File: config.mk
export PLATFORM = sky130hd
export DESIGN_NAME = prot_region_regs
export DESIGN_NICKNAME = d
export VERILOG_FILES = /design/src/rtl/prot_region_pkg.sv /design/src/rtl/prot_region_decode.sv /design/src/rtl/prot_region_port_fsm.sv /design/src/rtl/prot_region_slot.sv /design/src/rtl/prot_region_regs.sv
export SDC_FILE = /design/constraint.sdc
export NUM_CORES = 1
export LEC_CHECK = 0
export ABC_AREA = 1
export BUFFER_PORTS_ARGS = -buffer_cell sky130_fd_sc_hd__buf_2
export CORE_AREA = 2 2 233 235
export CTS_CLUSTER_DIAMETER = 60
export DETAILED_ROUTE_END_ITERATION = 12
export DIE_AREA = 0 0 235 237
export MAX_ROUTING_LAYER = met4
export PLACE_DENSITY = 0.72
export SYNTH_ARGS = -nofsm -noshare
export SYNTH_HDL_FRONTEND = slang
export SYNTH_SLANG_ARGS = --single-unit
export TNS_END_PERCENT = 5
File: constraint.sdc
create_clock -name clk -period 4.94 [get_ports clk]
set_input_delay 0 -clock clk [delete_from_list [all_inputs] [get_ports clk]]
set_output_delay 0 -clock clk [all_outputs]
set_load 0.02 [all_outputs]
File: src/rtl/prot_region_pkg.sv
package prot_region_pkg;

    localparam int unsigned ADDR_W  = 12;
    localparam int unsigned DATA_W  = 32;
    localparam int unsigned PTR_W   = 4;
    localparam int unsigned HALF_W  = 16;

    localparam logic [15:0] SIZE_KEEP = 16'hFF3F;
    localparam logic [15:0] ATTR_KEEP = 16'h173F;
    localparam logic [2:0]  CTRL_KEEP = 3'b111;

    typedef enum logic [2:0] {
        SEL_NONE,
        SEL_TYPE,
        SEL_CTRL,
        SEL_PTR,
        SEL_BASE,
        SEL_ATTR
    } reg_sel_e;

    typedef enum logic {
        ST_IDLE,
        ST_RESP
    } port_state_e;

endpackage

File: src/rtl/prot_region_decode.sv
module prot_region_decode
    import prot_region_pkg::*;
(
    input  logic [ADDR_W-1:0] addr,
    output reg_sel_e          sel
);

    always_comb begin
        unique case (addr)
            12'hD90:                            sel = SEL_TYPE;
            12'hD94:                            sel = SEL_CTRL;
            12'hD98:                            sel = SEL_PTR;
            12'hD9C, 12'hDA4, 12'hDAC, 12'hDB4: sel = SEL_BASE;
            12'hDA0, 12'hDA8, 12'hDB0, 12'hDB8: sel = SEL_ATTR;
            default:                            sel = SEL_NONE;
        endcase
    end

endmodule

File: src/rtl/prot_region_port_fsm.sv
module prot_region_port_fsm
    import prot_region_pkg::*;
(
    input  logic clk,
    input  logic rst_n,
    input  logic req_valid,
    output logic req_ready,
    output logic rsp_valid,
    output logic accept
);

    port_state_e state_q, state_d;

    always_comb begin
        state_d = state_q;
        unique case (state_q)
            ST_IDLE: if (req_valid) state_d = ST_RESP;   // T_ACCEPT
            ST_RESP: state_d = ST_IDLE;                  // T_DONE
            default: state_d = ST_IDLE;
        endcase
    end

    always_ff @(posedge clk) begin
        if (!rst_n) state_q <= ST_IDLE;
        else        state_q <= state_d;
    end

    always_comb begin
        req_ready = 1'b0;
        rsp_valid = 1'b0;
        unique case (state_q)
            ST_IDLE: req_ready = 1'b1;
            ST_RESP: rsp_valid = 1'b1;
            default: ;
        endcase
        accept = req_ready & req_valid;
    end

endmodule

File: src/rtl/prot_region_slot.sv
module prot_region_slot
    import prot_region_pkg::*;
(
    input  logic              clk,
    input  logic              rst_n,
    input  logic              wr_base,
    input  logic              wr_attr,
    input  logic [DATA_W-1:0] wdata,
    output logic [DATA_W-1:0] base,
    output logic [HALF_W-1:0] size,
    output logic [HALF_W-1:0] attr
);

    always_ff @(posedge clk) begin
        if (!rst_n) begin
            base <= '0;
            size <= '0;
            attr <= '0;
        end else begin
            if (wr_base) base <= {wdata[DATA_W-1:5], 5'b0};
            if (wr_attr) begin
                size <= wdata[HALF_W-1:0] & SIZE_KEEP;
                attr <= wdata[DATA_W-1:HALF_W] & ATTR_KEEP;
            end
        end
    end

endmodule

File: src/rtl/prot_region_regs.sv
module prot_region_regs
    import prot_region_pkg::*;
#(
    parameter int unsigned NUM_REGIONS = 8
) (
    input  logic                          clk,
    input  logic                          rst_n,
    input  logic                          req_valid,
    output logic                          req_ready,
    input  logic                          req_write,
    input  logic [11:0]                   req_addr,
    input  logic [31:0]                   req_wdata,
    output logic                          rsp_valid,
    output logic [31:0]                   rsp_rdata,
    output logic                          rsp_err_cfg,
    output logic                          rsp_err_decode,
    output logic                          cfg_changed,
    output logic                          ctrl_enable,
    output logic                          ctrl_fault_en,
    output logic                          ctrl_priv_default,
    output logic [32*NUM_REGIONS-1:0]     region_base,
    output logic [16*NUM_REGIONS-1:0]     region_size,
    output logic [16*NUM_REGIONS-1:0]     region_attr
);

    localparam logic [DATA_W-1:0] COUNT_W32 = DATA_W'(NUM_REGIONS);
    localparam logic [PTR_W:0]    COUNT_W5  = (PTR_W+1)'(NUM_REGIONS);
    localparam logic [DATA_W-1:0] TYPE_WORD = COUNT_W32 << 8;

    logic             accept;
    reg_sel_e         sel;
    logic [PTR_W-1:0] cur_region;
    logic [2:0]       ctrl_q;

    logic [DATA_W-1:0] slot_base [NUM_REGIONS];
    logic [HALF_W-1:0] slot_size [NUM_REGIONS];
    logic [HALF_W-1:0] slot_attr [NUM_REGIONS];

    prot_region_port_fsm u_fsm (
        .clk       (clk),
        .rst_n     (rst_n),
        .req_valid (req_valid),
        .req_ready (req_ready),
        .rsp_valid (rsp_valid),
        .accept    (accept)
    );

    prot_region_decode u_dec (
        .addr (req_addr),
        .sel  (sel)
    );

    // Write qualification
    logic             wr_acc, sel_valid, vreg_ok, ptr_ok, base_ok;
    logic [PTR_W-1:0] vreg, base_target;
    logic             wr_ctrl, wr_ptr_ok, wr_base_ok, wr_attr_ok;
    logic             err_cfg_d, err_dec_d, changed_d;
    logic [DATA_W-1:0] rdata_d;

    always_comb begin
        wr_acc      = accept & req_write;
        sel_valid   = req_wdata[4];
        vreg        = req_wdata[PTR_W-1:0];
        vreg_ok     = {1'b0, vreg} < COUNT_W5;
        ptr_ok      = {1'b0, cur_region} < COUNT_W5;
        base_ok     = sel_valid ? vreg_ok : ptr_ok;
        base_target = sel_valid ? vreg : cur_region;

        wr_ctrl    = wr_acc && (sel == SEL_CTRL);
        wr_ptr_ok  = wr_acc && (sel == SEL_PTR) && (req_wdata < COUNT_W32);
        wr_base_ok = wr_acc && (sel == SEL_BASE) && base_ok;
        wr_attr_ok = wr_acc && (sel == SEL_ATTR) && ptr_ok;

        err_cfg_d = 1'b0;
        if (wr_ctrl && req_wdata[1:0] == 2'b10)                   err_cfg_d = 1'b1;
        if (wr_acc && sel == SEL_PTR && !(req_wdata < COUNT_W32)) err_cfg_d = 1'b1;
        if (wr_acc && sel == SEL_BASE && sel_valid && !vreg_ok)   err_cfg_d = 1'b1;

        err_dec_d = accept && (sel == SEL_NONE);
        changed_d = wr_ctrl | wr_base_ok | wr_attr_ok;
    end

    // Region storage
    for (genvar g = 0; g < NUM_REGIONS; g++) begin : g_slot
        logic hit_base, hit_attr;
        assign hit_base = wr_base_ok && (base_target == PTR_W'(g));
        assign hit_attr = wr_attr_ok && (cur_region == PTR_W'(g));

        prot_region_slot u_slot (
            .clk     (clk),
            .rst_n   (rst_n),
            .wr_base (hit_base),
            .wr_attr (hit_attr),
            .wdata   (req_wdata),
            .base    (slot_base[g]),
            .size    (slot_size[g]),
            .attr    (slot_attr[g])
        );

        assign region_base[32*g +: 32] = slot_base[g];
        assign region_size[16*g +: 16] = slot_size[g];
        assign region_attr[16*g +: 16] = slot_attr[g];
    end

    // Control and pointer
    always_ff @(posedge clk) begin
        if (!rst_n) begin
            ctrl_q     <= '0;
            cur_region <= '0;
        end else begin
            if (wr_ctrl)         ctrl_q     <= req_wdata[2:0] & CTRL_KEEP;
            if (wr_ptr_ok)       cur_region <= req_wdata[PTR_W-1:0];
            else if (wr_base_ok && sel_valid) cur_region <= vreg;
        end
    end

    assign ctrl_enable       = ctrl_q[0];
    assign ctrl_fault_en     = ctrl_q[1];
    assign ctrl_priv_default = ctrl_q[2];

    // Read mux
    logic [DATA_W-1:0] sel_base;
    logic [HALF_W-1:0] sel_size, sel_attr;

    always_comb begin
        sel_base = '0;
        sel_size = '0;
        sel_attr = '0;
        for (int i = 0; i < NUM_REGIONS; i++) begin
            if (cur_region == PTR_W'(i)) begin
                sel_base = slot_base[i];
                sel_size = slot_size[i];
                sel_attr = slot_attr[i];
            end
        end

        rdata_d = '0;
        if (!req_write) begin
            unique case (sel)
                SEL_TYPE: rdata_d = TYPE_WORD;
                SEL_CTRL: rdata_d = {29'b0, ctrl_q};
                SEL_PTR:  rdata_d = {28'b0, cur_region};
                SEL_BASE: rdata_d = ptr_ok ? (sel_base | {28'b0, cur_region}) : '0;
                SEL_ATTR: rdata_d = ptr_ok ? {sel_attr, sel_size} : '0;
                default:  rdata_d = '0;
            endcase
        end
    end

    // Response registers
    always_ff @(posedge clk) begin
        if (!rst_n) begin
            rsp_rdata      <= '0;
            rsp_err_cfg    <= 1'b0;
            rsp_err_decode <= 1'b0;
            cfg_changed    <= 1'b0;
        end else begin
            rsp_rdata      <= accept ? rdata_d : '0;
            rsp_err_cfg    <= accept & err_cfg_d;
            rsp_err_decode <= err_dec_d;
            cfg_changed    <= accept & changed_d;
        end
    end

endmodule

Yosys cells after proc, flatten, opt, wreduce, memory -nomap -nowiden

Cells that the tools add are included.

Flip-flop bits (word level): 451
Word-level logic and storage cells: 152
Output and inout port bits: 552

Muxes and demuxes: 39
Eq/ne operators: 31
Bitwise logic cells: 10
Magnitude comparators: 3
Reductions and logical operators: 38

Operators by type and width:

| operator             | count |
|---|---|
| $mux 32              | 10 |
| $mux 16              | 15 |
| $pmux 32 s5          | 1 |
| $eq 12x12->1 const B | 11 |
| $eq 4x3->1 const B   | 8 |
| $lt 32x4->1 const B  | 1 |
| $or 32x4->32         | 1 |
| $logic_and 1x1->1    | 29 |
| $eq 4x2->1 const B   | 4 |
| $pmux 3 s5           | 1 |
| $mux 13              | 1 |
| $mux 4               | 3 |
| $eq 4x1->1 const B   | 2 |
| $logic_not 4->1      | 2 |
| $lt 4x4->1 const B   | 2 |
| $reduce_or 4->1      | 2 |
| $mux 1               | 7 |
| $eq 3x2->1 const B   | 2 |
| $eq 3x3->1 const B   | 2 |
| $and 1x1->1          | 4 |
| $eq 3x1->1 const B   | 1 |
| $logic_not 3->1      | 1 |
| $not 1->1            | 3 |
| $reduce_or 3->1      | 1 |
| 5 further kinds      | 7 |

Depth between registers and ports, before layout

Gate-level depths: netlist of run 1.

Depth after elaboration: 12
Mapped depth: 14

Cells and area by module

Synthesis of run 1 repeated with hierarchy kept, for this count alone.

Cell total of the unflattened synthesis: 3,844
Area, all modules: 23,377.4 um^2

By module, submodules not included:

| module               | sequential area each (um^2) | area each (um^2) | times used | cells each |
|---|---|---|---|---|
| prot_region_slot     | 1,021.0                     | 2,110.8          | 8          | 318 |
| prot_region_regs     | 840.8                       | 6,288.5          | 1          | 1,258 |
| prot_region_decode   | 0.0                         | 158.9            | 1          | 36 |
| prot_region_port_fsm | 20.0                        | 43.8             | 1          | 6 |

Worst setup path before layout of run 1

Ideal clock, no wire load.

Path type: reg2reg
Start point: register u_fsm.state_q
End point: register g_slot[0].u_slot.base[26]
Slack: 3.036 ns
Library setup time: 0.116 ns
Buffers on the path: 2
Period minus slack after synthesis: 1.904 ns
Cell stages (with the launch flop): 11
Arrival time: 1.788 ns
Cells stage by stage: dfxtp_1 -> inv_1 -> nand2_1 -> nor2_1 -> inv_1 -> nor2_1 -> buf_2 -> nand2_1 -> clkbuf_1 -> o21ai_0 -> nor2_1

Longest elaborated chain between the ends: 6

RTL lines:

| element                         | line                       | source |
|---|---|---|
| start, declared                 | prot_region_port_fsm.sv:12 | `port_state_e state_q, state_d;` |
| start signal, assigned          | prot_region_port_fsm.sv:25 | `else state_q <= state_d;` |
| $mux 1                          | prot_region_port_fsm.sv:31 | `unique case (state_q)` |
| net req_ready                   | prot_region_regs.sv:9      | `output logic req_ready,` |
| $and 1x1->1                     | prot_region_port_fsm.sv:36 | `accept = req_ready & req_valid;` |
| $and 1x1->1                     | prot_region_regs.sv:61     | `wr_acc = accept & req_write;` |
| $logic_and 1x1->1 (2 in series) | prot_region_regs.sv:71     | `wr_base_ok = wr_acc && (sel == SEL_BASE) && base_ok;` |
| $logic_and 1x1->1               | prot_region_regs.sv:86     | `assign hit_base = wr_base_ok && (base_target == PTR_W'(g));` |
| end signal, assigned            | prot_region_slot.sv:20     | `if (wr_base) base <= {wdata[DATA_W-1:5], 5'b0};` |
| end, declared                   | prot_region_slot.sv:9      | `output logic [DATA_W-1:0] base,` |

The timed path passes the listed nets, and every way through them passes these cells.
A chain may end at the register's enable or synchronous reset.

Final worst setup path of run 1

Start point: input req_addr[0]
End point: register g_slot[6].u_slot.base[30]

Longest elaborated chain between the ends: 7
Elaborated cells between the ends (all ways): 18

RTL lines:

| element                           | line                    | source |
|---|---|---|
| start, declared                   | prot_region_regs.sv:11  | `input logic [11:0] req_addr,` |
| $eq 12x12->1                      | prot_region_decode.sv:9 | `unique case (addr)` |
| $reduce_or 4->1                   | prot_region_decode.sv:9 |  |
| $pmux 3 s5 *                      | prot_region_decode.sv:9 |  |
| $eq 3x3->1 *                      | prot_region_regs.sv:71  |  |
| $logic_and 1x1->1 * (2 in series) | prot_region_regs.sv:71  |  |
| $logic_and 1x1->1 *               | prot_region_regs.sv:86  |  |
| end signal, assigned              | prot_region_slot.sv:20  |  |
| end, declared                     | prot_region_slot.sv:9   |  |

Every way passes the cells marked *; elsewhere a longest branch is shown, timed or not.

==> results of run 1 <==
## sequential cells by signal, summed over array words and instances (netlist names)
signal,count
cfg_changed,1
ctrl_q,3
cur_region,4
g_slot.u_slot.attr,80
g_slot.u_slot.base,216
g_slot.u_slot.size,112
rsp_err_cfg,1
rsp_err_decode,1
rsp_rdata,32
u_fsm.state_q,1
## layer usage
metal  GRT usage (%)  part of all wire (%)  vias to the layer above
met4            15.5                   5.3                        0
met3            6.98                    11                      250
met5               -                     0                        -
li1                -                     -                    10039
met1            39.4                    36                     9969
met2            54.5                    47                     1427
## power groups by stage
stage          clock, W  sequential (W)  combinational [W]
3_3_place_gp          0         0.00372           0.000366
2_1_floorplan         0         0.00372           0.000295
4_1_cts         0.00423         0.00364           0.000394
5_1_grt         0.00437         0.00364           0.000432
3_5_place_dp          0         0.00372           0.000367
6_report        0.00420         0.00364           0.000408
## stage by stage
| stage | total power [W] | std cells | setup slack, ns | util, % |
|---|---|---|---|---|
| floorplan | 0.00402 | 2939 | 3.04 | - |
| detailed placement | 0.00409 | 3825 | 2.08 | 42.4 |
| global route | 0.00844 | 3968 | 1.78 | 46.8 |
| finish | 0.00825 | 3968 | 1.91 | 46.8 |
| global placement | 0.00408 | 3825 | 2.12 | 42.4 |
| CTS | 0.00826 | 3968 | 2.01 | 46.8 |
## repair_timing
action                                 in CTS  in global routing
endpoints found under the hold margin     286                  0
hold buffers                               45                  0
gates resized for setup                     0                  0
## worst paths after layout
| check | endpoint | slack [ns] |
|---|---|---|
| setup / recovery | g_slot[6].u_slot.base[30] | 1.91 |
| hold / removal | rsp_rdata[11] | 0.01 |
| setup reg to reg | rsp_rdata[16] | 1.98 |
| hold reg to reg | g_slot[0].u_slot.size[14] | 0.46 |
## worst max-delay path, cell delays in order
cell and delay, ns:
dlygate4sd3_1 0.53, buf_2 0.12, nor2_1 0.13, dlygate4sd3_1 0.58, nand2_1 0.11, a21oi_1 0.14
nand3_1 0.16, nor2_4 0.24, buf_4 0.47, nand3_2 0.65, nand2_1 0.23, a21oi_1 0.09
## synthesized netlist by cell type
master       n  area share [%]
nand3b_1     1           0.037
nor2_4       5            0.28
nand2_2      1           0.031
nand4_1    156             4.8
inv_1      281             5.2
conb_1       1           0.019
inv_2        2           0.037
nand3_1     84             2.1
buf_4      106             3.9
a21oi_4      1           0.080
a21oi_1    502              12
nor2_1     250             4.6
buf_1        6            0.11
nand3_2      4            0.20
nor3_1       5            0.12
buf_2       45             1.1
clkinv_1     2           0.037
a21boi_0     1           0.037
o21ai_1      2           0.049
dfxtp_1    451              45
nor3_2       2           0.099
a211o_1      1           0.043
a31oi_1      2           0.062
nand2_1    361             6.7
o22ai_1      9            0.28
o211ai_1    33             1.2
or2_2        1           0.031
o21ai_0    324             8.0
clkbuf_1   189             3.5
nor2_2       1           0.031
o2111ai_1    7            0.30
## cells by family (layout without fill, tap and decap cells)
family                 Yosys count  after routing  synth area share [%]
other                            1            104                0.0185
and+or+nand+nor                871            871                  19.0
AOI/OAI and AO/OA              882            882                  22.5
DFF                            451            451                  44.5
buffers and inverters          631            964                  13.9
## area by class of cell
cell class	instances	area share, %
flip-flops and latches	451	36.2
multi-input cells	1857	35.5
repair buffers	581	13.1
clock buffers	66	5.92
inverters	285	4.29
well taps	696	3.49
clock inverters	32	1.55
==> run_results.csv, run 1 <==
group,metric,value,unit
yosys,synth_cells,2836,
finish,final-seq-area,9030,sq um
placed_design,place_congestion,0.959,
hold_path,hold_start,"req_addr[10]",
worst_setup_path,rr_worst_depth,10,
timing,fmax,330,MHz
worst_setup_path,critPathMaxFanout,43,
timing,setup_violations,0,
pwr,power_switching,0.00204,W
timing,relSlewSlack,20.3,%
yosys,synth_sequential_area_ratio,44.5,%
grt,grt_pass1_vias,19620,
clocking,worstSkewPairLatency,0.61,ns
route,ant_nets,0,
finish,multi_input_area,8840,sq um
pwr,ir_drop,0.267,mV
route,vias,21685,
hold_path,hp-class,"in2reg",
timing,whs,0.0148,ns
route,dr.pass1.iters,6,
worst_setup_path,reg2reg_from,"cur_region[3]",
timing,tightestPinTransition,1.20,ns
grt,grt_pass1_wl,135000,um
timing,rsz0062_at_grt,"no",
hold_path,hold_depth,7,
clocking,clk_pin_slew,0.06,ns
grt,grt_max_degree,120,
pwr,cellPowerDensity,331,nW/um^2
floorplanning,dieHeight,237,um
route,drc_errors,0,
route,vias_per_cell,5.46,
route,drt-total-wl,94900,um
job,drv_cap,0,
grt,track_usage,33.4,%
timing,hold_violations,0,
pwr,sequentialPowerShare,44.1,%
finish,final_common_cell,"a21oi_1",
clocking,cts_sinks,451,
timing,skew,0.0311,ns
route,drtIter0Drc,2637,
status,status,"completed",
finish,nNetsFinal,3276,
placed_design,port_buffers,495,
clocking,cts_made_buffers,52,
route,wire_per_inst,23.9,um
clocking,htree_levels,2,
placed_design,dpl.hpwl,65600,um
pwr,pwr-share-clk,50.9,%
clocking,cts_root_buf,"clkbuf_16",
worst_setup_path,startpoint_type,"input port",
floorplanning,start_util,38.0,%
timing,fin_setup_tns,0,ns
placed_design,place_area,22600,sq um
floorplanning,ios,600,
pwr,p_int,0.00621,W
grt,antenna_found_initial,2,
pwr,sw_frac_of_total,24.7,%
worst_setup_path,cp.arrival,3.46,ns
pwr,power.share.combinational,4.9,%
worst_setup_path,required,5.38,ns
grt,grt.overflow.total,0,
finish,final_area,24900,sq um
finish,area_delta_synth_final,23.0,%
finish,fill_cells,5368,
floorplanning,die_w,235,um
yosys,ys_ff_latch,451,
floorplanning,die_area,55700,sq um
clocking,clockBufferDepth,3,
clocking,tritoncts,"done",
worst_setup_path,critPathKind,"in2reg",
timing,fin_crit_sh,61.3,%
finish,layout_common_cells,"a21oi_1 (502), buf_2 (494), dfxtp_1 (451)",
yosys,syn_area,20300,sq um
floorplanning,rows,85,
timing,slew_violations,0,
yosys,ys_warn_count,0,
floorplanning,core_area,53300,sq um
pwr,p_leak,10.3,nW
yosys,syn_avg_cell_area,7.15,sq um
timing,min_period,3.03,ns
finish,drive_gt1_share,20.0,%
worst_setup_path,critPathLaunch,"req_addr[0]",
yosys,yosysUniqueCellTypes,31,
clocking,post_cts_buffers,0,
finish,num_antenna_cells,0,
worst_setup_path,cp-end-kind,"register",
Power figures use the tool's default switching activity.
==> run 2, diff against run 1 <==
Settings changed: CORE_AREA 2 2 233 235 to 2 2 232 234, DIE_AREA 0 0 235 237 to 0 0 234 236.
Clock period 4.94 ns to 3.1 ns, I/O delays scaled along.
==> run 2 against run 1 <==
Worst setup slack worse by 1.7 ns; critical endpoint is now rsp_rdata[3]; clock power is 53% higher; utilization is 0.61 points higher.
==> run_results.csv, run 2 (synthesized netlist as in run 1, its figures left out) <==
group,metric,value,unit
worst_setup_path,regToRegSetupSlack,0.23,ns
pwr,ir_drop,0.436,mV
clocking,clk_pin_slew,0.06,ns
finish,largest_reg_flops,216,
timing,slew_violations,0,
route,vias_per_cell,5.48,
hold_path,hp-class,"in2reg",
floorplanning,core_area,53100,sq um
timing,hold_violations,0,
grt,grt_pass1_wl,139000,um
floorplanning,ios,600,
route,wire_per_inst,24.5,um
floorplanning,dieHeight,236,um
route,drt-total-wl,98000,um
clocking,cts_sinks,451,
timing,relSlewSlack,41.3,%
pwr,p_leak,10.5,nW
floorplanning,start_util,38.2,%
worst_setup_path,critPathLaunch,"u_fsm.state_q",
worst_setup_path,crit_path_frequent_cell,"dlygate4sd3_1",
finish,final_core_util,47.4,%
clocking,cts_made_buffers,51,
worst_setup_path,critPathMaxFanout,3,
clocking,post_cts_buffers,0,
worst_setup_path,cp.arrival,3.42,ns
worst_setup_path,startpoint_type,"register",
floorplanning,die_w,234,um
finish,top_regs,"g_slot.u_slot.base x216, g_slot.u_slot.size x112, g_slot.u_slot.attr x80",
finish,final_common_cell,"a21oi_1",
worst_setup_path,cp-end-kind,"register",
timing,min_period,2.87,ns
finish,drive_gt1_share,20.3,%
worst_setup_path,crit_slowest_cell,"dlygate4sd3_1",
job,drv_cap,0,
grt,grt_pass1_vias,20013,
timing,rsz0062_at_grt,"no",
floorplanning,die_area,55200,sq um
placed_design,dpl.hpwl,69600,um
timing,fin_setup_tns,0,ns
clocking,worstSkewPairLatency,0.61,ns
grt,track_usage,35.2,%
timing,skew,0.0264,ns
finish,nNetsFinal,3305,
worst_setup_path,critPathKind,"reg2reg",
route,vias,21875,
clocking,cts_root_buf,"clkbuf_16",
worst_setup_path,crit_chain,"inv_1 > nand2_1 > nor2_1 > dlygate4sd3_1 > inv_1 > nor2_1 > nand3_1 > dlygate4sd3_1 > a21oi_1 > dlygate4sd3_1",
clocking,clockBufferDepth,3,
placed_design,place_congestion,0.977,
grt,grt.overflow.total,0,
placed_design,port_buffers,495,
route,ant_nets,0,
timing,fin_crit_sh,92.5,%
timing,fmax,349,MHz
clocking,tritoncts,"done",
worst_setup_path,slowest_delay,0.58,ns
grt,antenna_found_initial,6,
worst_setup_path,reg2reg_from,"u_fsm.state_q",
worst_setup_path,rr_worst_depth,10,
status,status,"completed",
worst_setup_path,endpoint,"rsp_rdata[3]",
worst_setup_path,required,3.65,ns
route,drc_errors,0,
finish,area_delta_synth_final,24.1,%
pwr,cellPowerDensity,512,nW/um^2
route,drtIter0Drc,2450,
grt,grt_max_degree,193,
worst_setup_path,rr_endpoint,"rsp_rdata[3]",
finish,layout_common_cells,"a21oi_1 (502), buf_2 (494), dfxtp_1 (451)",
finish,max_flop_register,"g_slot.u_slot.base",
clocking,htree_levels,2,
timing,setup_violations,0,
timing,tightestPinTransition,0.881,ns
route,dr.pass1.iters,5,
floorplanning,rows,85,
-- run 2: cell types whose count changed in the layout (fill, tap and decap cells not counted), moves of 2 or more --
cell,before,now
clkbuf_16,53,51
bufinv_16,7,5
buf_12,1,7
clkinv_2,13,4
diode_2,0,3
clkbuf_1,3,12
clkbuf_8,10,16
clkinvlp_4,3,0
clkinv_4,3,1
inv_6,4,1
buf_4,40,62
-- run 2: per-layer routing --
metal	global-route usage (%)	part of all wire [%]	wire, um
met5	-	0	0
met1	39.3	35	34200
met2	56.0	47	46300
met4	21.3	7.0	6880
met3	9.14	11	10700
-- run 2: worst min-delay path by stage --
stage                              from                        end  slack, ns  cells after the start
final                     req_wdata[24]  g_slot[7].u_slot.base[24]       0.04                      4
after global routing      req_wdata[24]  g_slot[7].u_slot.base[24]       0.04                      4
after CTS                 req_wdata[24]  g_slot[5].u_slot.base[24]       0.02                      4
after detailed placement      req_valid              u_fsm.state_q       0.30                      3
after global placement            rst_n                  ctrl_q[0]       0.30                      3
after floorplan               req_valid              u_fsm.state_q       0.16                      2
-- run 2: timing repair --
action	CTS	global route
endpoints found under the setup margin	0	1
hold endpoints to repair	243	0
hold buffers	47	0
resized for setup	0	6
-- run 2: worst max-delay path: cells and delay by family, from the launching register on --
kind | cells | cell delay (ns)
AO/OA/AOI/OAI | 1 | 0.12
buffers and inverters | 5 | 1.85
flip-flops | 1 | 0.31
AND/OR/NAND/NOR | 4 | 0.54
-- run 2: power by group --
group          internal, W  switching, W
Sequential         0.00580   0.000000939
Combinational     0.000129      0.000536
Clock              0.00383       0.00258
Total              0.00976       0.00312
-- run 2: stage by stage --
step	std cells	total power [W]	hold WS, ns	instance area [sq um]	setup slack [ns]
final	3995	0.0129	0.0399	25200	0.232
after global routing	3995	0.0132	0.0447	25200	0.0683
after CTS	3992	0.0129	0.0188	25100	0.156
after detailed placement	3853	0.00653	0.301	22900	0.634
after global placement	3853	0.00653	0.301	22900	0.648
after floorplan	2939	0.00640	0.158	20700	1.20
-- run 2: final cells by class --
cell class	instances	area, sq um
Fill cell	5455	27900
Sequential cell	451	9030
Multi-Input combinational cell	1857	8870
Timing Repair Buffer	611	3560
Clock buffer	79	1540
Inverter	285	1070
Tap cell	696	871
Clock inverter	13	210
Antenna cell	3	7.51
==> run 3, diff against run 2 <==
Settings changed: BUFFER_PORTS_ARGS -buffer_cell sky130_fd_sc_hd__buf_2 to -buffer_cell sky130_fd_sc_hd__buf_4.
==> run 3 against run 2 <==
Flip-flop and latch count unchanged; clock skew grew 0.0046 ns; design area increased by 4.4%; sequential share of layout area shrank 1.5 points.
==> run_results.csv, run 3 (synthesized netlist as in run 1, its figures left out) <==
group,metric,value,unit
worst_setup_path,slowest_delay,0.57,ns
timing,slew_violations,0,
timing,fin_setup_tns,0,ns
finish,top_regs,"g_slot.u_slot.base x216, g_slot.u_slot.size x112, g_slot.u_slot.attr x80",
job,drv_cap,0,
hold_path,hp-class,"in2reg",
placed_design,place_area,24100,sq um
clocking,worstSkewPairLatency,0.60,ns
floorplanning,ios,600,
pwr,cellPowerDensity,483,nW/um^2
worst_setup_path,crit_slowest_cell,"dlygate4sd3_1",
grt,grt_max_degree,196,
grt,grt_pass1_vias,19752,
clocking,tritoncts,"done",
clocking,post_cts_buffers,0,
timing,rsz0062_at_grt,"no",
clocking,clockBufferDepth,3,
finish,largest_reg_flops,216,
worst_setup_path,path_buf_inv,5,
timing,fmax,389,MHz
route,vias,21706,
timing,setup_violations,0,
timing,skew,0.0310,ns
floorplanning,rows,85,
floorplanning,core_area,53100,sq um
finish,nNetsFinal,3299,
finish,drive_gt1_share,20.2,%
finish,area_delta_synth_final,29.6,%
worst_setup_path,cp-end-kind,"register",
route,dr.pass1.iters,6,
route,ant_nets,0,
finish,final_area,26300,sq um
worst_setup_path,required,3.56,ns
placed_design,place_congestion,0.949,
clocking,clk_pin_slew,0.06,ns
status,status,"completed",
grt,grt.overflow.total,0,
worst_setup_path,critPathMaxFanout,35,
floorplanning,die_area,55200,sq um
route,wire_per_inst,23.8,um
worst_setup_path,crit_path_frequent_cell,"buf_4",
worst_setup_path,crit_chain,"dlygate4sd3_1 > buf_4 > nor2_1 > dlygate4sd3_1 > nand2_1 > a21oi_1 > nand3_1 > nor2_4 > buf_4 > nand2_1 > buf_4 > o21ai_0 > a21oi_1",
floorplanning,die_w,234,um
timing,hold_violations,0,
worst_setup_path,cp.arrival,3.03,ns
route,vias_per_cell,5.44,
floorplanning,start_util,38.2,%
placed_design,dpl.hpwl,66900,um
route,drt-total-wl,94800,um
pwr,power,0.0127,W
finish,max_flop_register,"g_slot.u_slot.base",
clocking,htree_levels,2,
floorplanning,dieHeight,236,um
clocking,cts_made_buffers,53,
clocking,cts_sinks,451,
route,drtIter0Drc,2523,
route,drc_errors,0,
grt,track_usage,33.9,%
pwr,p_leak,10.4,nW
timing,fin_crit_sh,83.0,%
grt,grt_pass1_wl,134000,um
timing,tightestPinTransition,0.999,ns
finish,final_common_cell,"buf_4",
placed_design,port_buffers,495,
worst_setup_path,startpoint_type,"input port",
timing,min_period,2.57,ns
clocking,cts_root_buf,"clkbuf_16",
grt,antenna_found_initial,5,
finish,layout_common_cells,"buf_4 (550), a21oi_1 (502), dfxtp_1 (451)",
worst_setup_path,crit_family,"buffers and inverters",
pwr,ir_drop,0.379,mV
worst_setup_path,critPathKind,"in2reg",
timing,relSlewSlack,33.4,%
[run 3: cell types whose count changed in the layout (fill, tap and decap cells not counted), moves of 2 or more]
cell	previous run	this run
buf_2	494	0
buf_4	62	550
bufinv_16	5	2
clkbuf_1	12	10
clkbuf_16	51	53
clkbuf_8	16	11
clkinv_2	4	9
clkinvlp_4	0	3
diode_2	3	1
dlygate4sd3_1	46	44
inv_6	1	5
[run 3: tightest hold or removal path: stages]
cell and delay [ns]:
buf_4 0.07, inv_1 0.03, nand4_1 0.16, inv_1 0.09
nand4_1 0.14, a31oi_1 0.09
[run 3: area by class of cell]
class / count / area (sq um)
multi-input cells: 1857 / 8840
diodes: 1 / 2.50
repair buffers: 603 / 4740
inverters: 285 / 1070
well taps: 696 / 871
flip-flops and latches: 451 / 9030
fillers: 5346 / 26800
clock buffers: 74 / 1520
clock inverters: 21 / 194
[run 3: stage by stage]
stage / instances / worst slack (ns) / util, % / hold WS [ns]
2_1_floorplan: 2939 / 1.20 / - / 0.158
3_5_place_dp: 3848 / 0.674 / 45.4 / 0.303
5_1_grt: 3988 / 0.339 / 49.5 / 0.0587
6_report: 3988 / 0.528 / 49.5 / 0.0384
4_1_cts: 3987 / 0.605 / 49.5 / 0.00652
3_3_place_gp: 3848 / 0.741 / 45.4 / 0.309
[run 3: path summary, 6_finish.rpt]
check,from,to,slack [ns],depth (start not counted)
worst max register to register,cur_region[0],g_slot[4].u_slot.size[9],0.60,9
worst min register to register,g_slot[1].u_slot.size[13],g_slot[1].u_slot.size[13],0.46,2
worst max-delay path,req_addr[0],g_slot[0].u_slot.base[27],0.53,13
worst min-delay path,req_addr[9],cfg_changed,0.04,6
[run 3: what timing repair did]
item	4_1_cts	5_1_grt
hold buffers	44	0
setup endpoints to repair	0	0
resized for setup	0	0
endpoints found under the hold margin	421	0
[run 3: metal layers]
| layer | part of all wire (%) | routed length, um | global-route usage [%] | vias up |
|---|---|---|---|---|
| met2 | 47 | 44500 | 53.8 | 1260 |
| met1 | 37 | 34900 | 39.4 | 10082 |
| met5 | 0 | 0 | - | - |
| met4 | 6.5 | 6130 | 19.0 | 0 |
| met3 | 9.8 | 9300 | 7.43 | 264 |
| li1 | - | - | - | 10100 |
[run 3: report_power, final]
group	total, W	switching [W]	leakage [nW]	internal, W
clock network	0.00621	0.00262	0.843	0.00359
registers	0.00580	0.000000874	3.63	0.00580
logic	0.000669	0.000525	5.90	0.000144
total	0.0127	0.00315	10.4	0.00953
